===== config.mk =====
export PLATFORM = sky130hd
export DESIGN_NAME = pasid_cap_gate
export DESIGN_NICKNAME = d
export VERILOG_FILES = /design/src/rtl/pasid_cap_pkg.sv /design/src/rtl/pasid_rst_sync.sv /design/src/rtl/pasid_cfg_regs.sv /design/src/rtl/pasid_pfx_gate.sv /design/src/rtl/pasid_cap_gate.sv
export SDC_FILE = /design/constraint.sdc
export NUM_CORES = 1
export LEC_CHECK = 0
export BUFFER_PORTS_ARGS = -buffer_cell sky130_fd_sc_hd__buf_2
export CAP_MARGIN = 30
export CORE_UTILIZATION = 37
export CTS_CLUSTER_DIAMETER = 50
export DETAILED_ROUTE_END_ITERATION = 10
export HOLD_SLACK_MARGIN = 0.05
export PLACE_DENSITY_LB_ADDON = 0.05
export SKIP_CTS_REPAIR_TIMING = 1
export SLEW_MARGIN = 20
export SYNTH_ARGS = -nofsm -noshare
export SYNTH_HDL_FRONTEND = slang
export SYNTH_SLANG_ARGS = --single-unit

===== constraint.sdc =====
create_clock -name clk -period 1.95 [get_ports clk]
set_input_delay 0.195 -clock clk [delete_from_list [all_inputs] [get_ports clk]]
set_output_delay 0.195 -clock clk [all_outputs]
set_load 0.005 [all_outputs]

===== src/rtl/pasid_cap_pkg.sv =====
package pasid_cap_pkg;
  localparam int unsigned PASID_W = 20;
  localparam logic [15:0] EXT_CAP_ID = 16'h001B;

  typedef enum logic [1:0] {
    REQ_READ  = 2'b00,
    REQ_WRITE = 2'b01,
    REQ_CPL   = 2'b10,
    REQ_MSG   = 2'b11
  } req_kind_e;

  typedef struct packed {
    logic en;
    logic exe;
    logic prv;
  } ctrl_t;

  typedef struct packed {
    logic               vld;
    logic               pfx;
    logic               exe;
    logic               prv;
    logic               err;
    logic [PASID_W-1:0] pasid;
  } pfx_out_t;
endpackage


===== src/rtl/pasid_rst_sync.sv =====
module pasid_rst_sync #(
  parameter int unsigned STAGES = 2
) (
  input  logic clk,
  input  logic rst_n_async,
  output logic rst_n_sync
);
  logic [STAGES-1:0] sync_q;
  logic [STAGES-1:0] sync_d;

  always_comb begin
    sync_d = {sync_q[STAGES-2:0], 1'b1};
  end

  always_ff @(posedge clk or negedge rst_n_async) begin
    if (!rst_n_async) sync_q <= '0;
    else              sync_q <= sync_d;
  end

  assign rst_n_sync = sync_q[STAGES-1];
endmodule


===== src/rtl/pasid_cfg_regs.sv =====
module pasid_cfg_regs
  import pasid_cap_pkg::*;
#(
  parameter int unsigned OFF_W    = 3,
  parameter logic [3:0]  CAP_VER  = 4'h1,
  parameter logic [11:0] NEXT_PTR = 12'h000,
  parameter bit          EXEC_SUP = 1'b1,
  parameter bit          PRIV_SUP = 1'b1,
  parameter int unsigned MAX_LOG2 = 20
) (
  input  logic             clk,
  input  logic             rst_n,
  input  logic             wr_en,
  input  logic [OFF_W-1:0] dw_off,
  input  logic [3:0]       be,
  input  logic [31:0]      wdata,
  output logic [31:0]      rdata,
  output ctrl_t            ctrl
);
  localparam logic [OFF_W-1:0] HDR_DW    = OFF_W'(0);
  localparam logic [OFF_W-1:0] CAPCTL_DW = OFF_W'(1);
  localparam logic [15:0] CAP_WORD =
    {3'b000, 5'(MAX_LOG2), 5'b00000, PRIV_SUP, EXEC_SUP, 1'b0};

  ctrl_t ctrl_q;
  ctrl_t ctrl_d;
  logic  ctrl_wr;
  logic  unused_wbits;

  assign unused_wbits = ^{wdata[31:19], wdata[15:0], be[3], be[1:0]};

  always_comb begin
    ctrl_wr   = wr_en && (dw_off == CAPCTL_DW) && be[2];
    ctrl_d.en  = wdata[16];
    ctrl_d.exe = EXEC_SUP & wdata[17];
    ctrl_d.prv = PRIV_SUP & wdata[18];
  end

  always_ff @(posedge clk or negedge rst_n) begin
    if (!rst_n)       ctrl_q <= '0;
    else if (ctrl_wr) ctrl_q <= ctrl_d;
  end

  always_comb begin
    case (dw_off)
      HDR_DW:    rdata = {NEXT_PTR, CAP_VER, EXT_CAP_ID};
      CAPCTL_DW: rdata = {13'b0, ctrl_q.prv, ctrl_q.exe, ctrl_q.en, CAP_WORD};
      default:   rdata = 32'h0;
    endcase
  end

  assign ctrl = ctrl_q;


  ctrl_hold_chk: assert property (@(posedge clk) disable iff (!rst_n)
    !(wr_en && dw_off == CAPCTL_DW && be[2]) |=> $stable(ctrl_q));


  ctrl_load_chk: assert property (@(posedge clk) disable iff (!rst_n)
    (wr_en && dw_off == CAPCTL_DW && be[2]) |=> (ctrl_q.en == $past(wdata[16])));


  ctrl_sup_chk: assert property (@(posedge clk) disable iff (!rst_n)
    (ctrl_q.exe |-> EXEC_SUP) and (ctrl_q.prv |-> PRIV_SUP));
endmodule


===== src/rtl/pasid_pfx_gate.sv =====
module pasid_pfx_gate
  import pasid_cap_pkg::*;
#(
  parameter int unsigned MAX_LOG2 = 20
) (
  input  logic               clk,
  input  logic               rst_n,
  input  ctrl_t              ctrl,
  input  logic               tx_valid,
  input  logic [1:0]         tx_kind,
  input  logic               tx_want,
  input  logic [PASID_W-1:0] tx_pasid,
  input  logic               tx_exec,
  input  logic               tx_priv,
  output pfx_out_t           pout
);
  localparam logic [PASID_W-1:0] HI_MASK = (MAX_LOG2 >= PASID_W) ? '0 :
    PASID_W'({PASID_W{1'b1}} << MAX_LOG2);

  pfx_out_t out_d;
  pfx_out_t out_q;
  logic     eligible;
  logic     too_wide;

  always_comb begin
    eligible   = tx_valid && tx_want && ctrl.en && (tx_kind != REQ_CPL);
    too_wide   = |(tx_pasid & HI_MASK);
    out_d.vld  = tx_valid;
    out_d.err  = eligible && too_wide;
    out_d.pfx  = eligible && !too_wide;
    out_d.exe  = out_d.pfx && tx_exec && ctrl.exe;
    out_d.prv  = out_d.pfx && tx_priv && ctrl.prv;
    out_d.pasid = out_d.pfx ? tx_pasid : '0;
  end

  always_ff @(posedge clk or negedge rst_n) begin
    if (!rst_n) out_q <= '0;
    else        out_q <= out_d;
  end

  assign pout = out_q;


  no_pfx_disabled_chk: assert property (@(posedge clk) disable iff (!rst_n)
    out_q.pfx |-> $past(ctrl.en));


  no_pfx_cpl_chk: assert property (@(posedge clk) disable iff (!rst_n)
    out_q.pfx |-> ($past(tx_kind) != REQ_CPL));


  exec_gate_chk: assert property (@(posedge clk) disable iff (!rst_n)
    out_q.exe |-> (out_q.pfx && $past(ctrl.exe) && $past(tx_exec)));


  priv_gate_chk: assert property (@(posedge clk) disable iff (!rst_n)
    out_q.prv |-> (out_q.pfx && $past(ctrl.prv) && $past(tx_priv)));


  err_excl_chk: assert property (@(posedge clk) disable iff (!rst_n)
    out_q.err |-> (!out_q.pfx && $past(tx_pasid) != out_q.pasid));


  valid_follow_chk: assert property (@(posedge clk) disable iff (!rst_n)
    $past(tx_valid) |-> out_q.vld);
endmodule


===== src/rtl/pasid_cap_gate.sv =====
module pasid_cap_gate
  import pasid_cap_pkg::*;
#(
  parameter int unsigned OFF_W      = 3,
  parameter logic [3:0]  CAP_VER    = 4'h1,
  parameter logic [11:0] NEXT_PTR   = 12'h000,
  parameter bit          EXEC_SUP   = 1'b1,
  parameter bit          PRIV_SUP   = 1'b1,
  parameter int unsigned MAX_LOG2   = 20,
  parameter int unsigned RST_STAGES = 2
) (
  input  logic             clk,
  input  logic             rst_n,
  input  logic             cfg_wr_en,
  input  logic [OFF_W-1:0] cfg_dw_off,
  input  logic [3:0]       cfg_be,
  input  logic [31:0]      cfg_wdata,
  output logic [31:0]      cfg_rdata,
  input  logic             tx_valid,
  input  logic [1:0]       tx_kind,
  input  logic             tx_pasid_want,
  input  logic [19:0]      tx_pasid,
  input  logic             tx_exec_req,
  input  logic             tx_priv_req,
  output logic             pfx_valid,
  output logic             pfx_present,
  output logic [19:0]      pfx_pasid,
  output logic             pfx_exec,
  output logic             pfx_priv,
  output logic             pfx_range_err
);
  logic     rst_n_int;
  ctrl_t    ctrl;
  pfx_out_t pout;

  pasid_rst_sync #(.STAGES(RST_STAGES)) u_rst_sync (
    .clk         (clk),
    .rst_n_async (rst_n),
    .rst_n_sync  (rst_n_int)
  );

  pasid_cfg_regs #(
    .OFF_W    (OFF_W),
    .CAP_VER  (CAP_VER),
    .NEXT_PTR (NEXT_PTR),
    .EXEC_SUP (EXEC_SUP),
    .PRIV_SUP (PRIV_SUP),
    .MAX_LOG2 (MAX_LOG2)
  ) u_cfg_regs (
    .clk    (clk),
    .rst_n  (rst_n_int),
    .wr_en  (cfg_wr_en),
    .dw_off (cfg_dw_off),
    .be     (cfg_be),
    .wdata  (cfg_wdata),
    .rdata  (cfg_rdata),
    .ctrl   (ctrl)
  );

  pasid_pfx_gate #(.MAX_LOG2(MAX_LOG2)) u_pfx_gate (
    .clk      (clk),
    .rst_n    (rst_n_int),
    .ctrl     (ctrl),
    .tx_valid (tx_valid),
    .tx_kind  (tx_kind),
    .tx_want  (tx_pasid_want),
    .tx_pasid (tx_pasid),
    .tx_exec  (tx_exec_req),
    .tx_priv  (tx_priv_req),
    .pout     (pout)
  );

  assign pfx_valid     = pout.vld;
  assign pfx_present   = pout.pfx;
  assign pfx_pasid     = pout.pasid;
  assign pfx_exec      = pout.exe;
  assign pfx_priv      = pout.prv;
  assign pfx_range_err = pout.err;


  rst_quiet_chk: assert property (@(posedge clk)
    !rst_n_int |-> !(pfx_valid || pfx_present || pfx_range_err));
endmodule


==> impl_metrics.json <==
{
  "status": "complete, no violations",
  "whs_path_depth": 2,
  "routedWlPerCell_um": 9.31,
  "die-area_sq_um": 3500,
  "synthCells": 96,
  "nFillCells": 283,
  "met1_usage": 0.122,
  "max_cap_violations": 0,
  "ys_types": 17,
  "start_kind": "primary input",
  "fmax_ghz": 0.725,
  "synth_top_area_share": 0.600,
  "drive_gt1_frac": 0.489,
  "ioPinCount": 125,
  "fin_nets": 243,
  "coreArea_sq_um": 3080,
  "cts_sinks": 29,
  "grt_max_degree": 15,
  "dp_hpwl_mm": 1.52,
  "cpPeakStageDelay_ns": 0.54,
  "synthFlopType": "dfrtp_1",
  "clock_path_buffers": 2,
  "crit_slowest_cell": "dlygate4sd3_1",
  "clockRootBuffer": "clkbuf_4",
  "port-buffer-count": 69,
  "cts-htree-levels": 2,
  "async_flop_share": 1.00,
  "clock_latency_ns": 0.33,
  "critical_path.cell_chain": "dlygate4sd3_1 > buf_2 > nand3_1 > a21oi_2 > buf_4 > and2_1",
  "required_ns": 2.22,
  "grt_util_all_layers": 0.126,
  "start_util": 0.393,
  "grt_use_met2": 0.197,
  "ys_seq_area_frac": 0.600,
  "clk_pin_slew_ns": 0.08,
  "fin_cells": 220,
  "diodes": 0,
  "ir_drop_v": 0.000293,
  "post_synth.cell_area_avg_sq_um": 12.6,
  "reg2reg_depth": 4,
  "gp_congestion": 0.630,
  "final_core_util": 0.529,
  "total_power_uw": 1130,
  "drt_first_pass_iters": 4,
  "cts_tree": "built",
  "grt_pass1_wl_mm": 2.93,
  "rows": 20,
  "synth_edf_count": 0,
  "syn-cell-area_sq_um": 1210,
  "vias_per_cell": 3.73,
  "hold_violations": 0,
  "fin_area_sq_um": 1630,
  "busiest_layer": "met2",
  "critPathKind": "primary input to flop",
  "dr.first_iter.drc_count": 10,
  "synth-seq-cells": 29,
  "cts-buffers-inserted": 5,
  "p_per_area_nw_per_um2": 696,
  "die_h_um": 59.2,
  "critical_path.endpoint_type": "flop",
  "post-route-min-period_ns": 1.38,
  "synth.area.top_cells": "dfrtp_1 60%, buf_4 17%, and2_1 10%, mux2_4 3.7%, nor3b_4 1.6%",
  "yosysWarningCount": 0,
  "synthToLayoutAreaGrowth_pct": 34.5,
  "ant_nets": 0,
  "slew_headroom": 0.649,
  "yosysTopAreaCell": "dfrtp_1",
  "antenna_found_initial": 0,
  "grt-ovfl-total": 0,
  "rsz0062_at_grt": "no",
  "placedCellCount": 204,
  "p_leak_uw": 0.000989,
  "wl_mm": 2.05,
  "path_max_fanout": 12,
  "gr-usage-met3": 0.0742,
  "clock_skew_ns": 0.00255,
  "fp.dieW_um": 59.2,
  "hold_path.class": "primary input to flop",
  "crit_arrival_ns": 1.65,
  "totalNegativeSetupSlack_ns": 0,
  "worstMarginPinSlew_ns": 0.526,
  "period_share": 0.707,
  "slew_viol_final": 0,
  "grt_pass1_vias": 670,
  "drc": 0,
  "dpl-instance-area_sq_um": 1500,
  "num_vias": 820,
  "setup_viol": 0
}
==> where the power goes <==
group          leakage (uW)  internal (uW)  switching [uW]
combinational      0.000567           87.5            58.8
clock             0.0000320            137             194
sequential         0.000390            635            20.8
==> flip-flops by register name, indices dropped and copies added, names as in the netlist <==
signal / flops
u_cfg_regs.ctrl: 3
u_pfx_gate.pout: 24
u_rst_sync.sync_q: 2
==> worst max-delay path, delay by kind of cell <==
family	cells	cell delay [ns]
AO/OA/AOI/OAI	1	0.34
buffers and inverters	3	0.89
AND/OR/NAND/NOR	2	0.22
==> kinds of logic after synthesis <==
group	after synthesis	synth area share
multiplexers	3	0.0372
flip-flops	29	0.600
AND/OR/NAND/NOR	29	0.162
AO/OA/AOI/OAI	2	0.0134
buffers and inverters	31	0.181
other	2	0.00621
==> synth_stat cells, types with 2 or more instances <==
master and n:
and2_1 20, conb_1 2, and2_2 2, and3_1 2, buf_4 27, mux2_4 3
dfrtp_1 29, inv_1 2
==> layer usage <==
metal / share of wire / vias up
met2: 0.49 / 60
met5: 0 / -
met3: 0.13 / 4
met4: 0.019 / 0
li1: - / 404
met1: 0.36 / 352
==> through the flow <==
step | worst slack [ns] | hold WS, ns
6_report | 0.571 | 0.0675
5_1_grt | 0.481 | 0.0534
4_1_cts | 0.662 | -0.379
3_5_place_dp | 0.680 | -0.0171
3_3_place_gp | 0.699 | -0.0177
2_1_floorplan | 0.840 | -0.101
==> worst paths after layout <==
kind	startpoint	end	slack [ns]
worst max-delay path	tx_valid	u_pfx_gate.pout[15]$_DFF_PN0_	0.57
worst min-delay path	tx_pasid[2]	u_pfx_gate.pout[2]$_DFF_PN0_	0.07
worst max register to register	u_cfg_regs.ctrl[2]$_DFFE_PN0P_	u_pfx_gate.pout[15]$_DFF_PN0_	0.70
worst min register to register	u_rst_sync.sync_q[1]$_DFF_PN0_	u_pfx_gate.pout[23]$_DFF_PN0_	0.22
max in group asynchronous	u_rst_sync.sync_q[1]$_DFF_PN0_	u_pfx_gate.pout[9]$_DFF_PN0_	1.15
min in group asynchronous	rst_n	u_rst_sync.sync_q[0]$_DFF_PN0_	0.17
==> cell type report <==
type / count / area, sq um / area share
Clock inverter: 2 / 10.0 / 0.00615
Clock buffer: 6 / 41.3 / 0.0254
Multi-Input combinational cell: 58 / 348 / 0.214
Timing Repair Buffer: 79 / 440 / 0.271
Inverter: 2 / 7.51 / 0.00461
Tap cell: 44 / 55.1 / 0.0338
Sequential cell: 29 / 726 / 0.446
==> cell usage in the layout (no fill, tap or decap), drive strengths merged <==
master	netlist	final
a21boi	1	1
a21oi	1	1
and2	22	22
and3	3	3
buf	28	71
clkbuf	1	6
clkinv	0	2
conb	2	24
dfrtp	29	29
dlygate4sd3	0	8
inv	2	2
mux2	3	3
nand3	1	1
nor2	1	1
nor3	1	1
nor3b	1	1
Power figures use the tool's default switching activity.
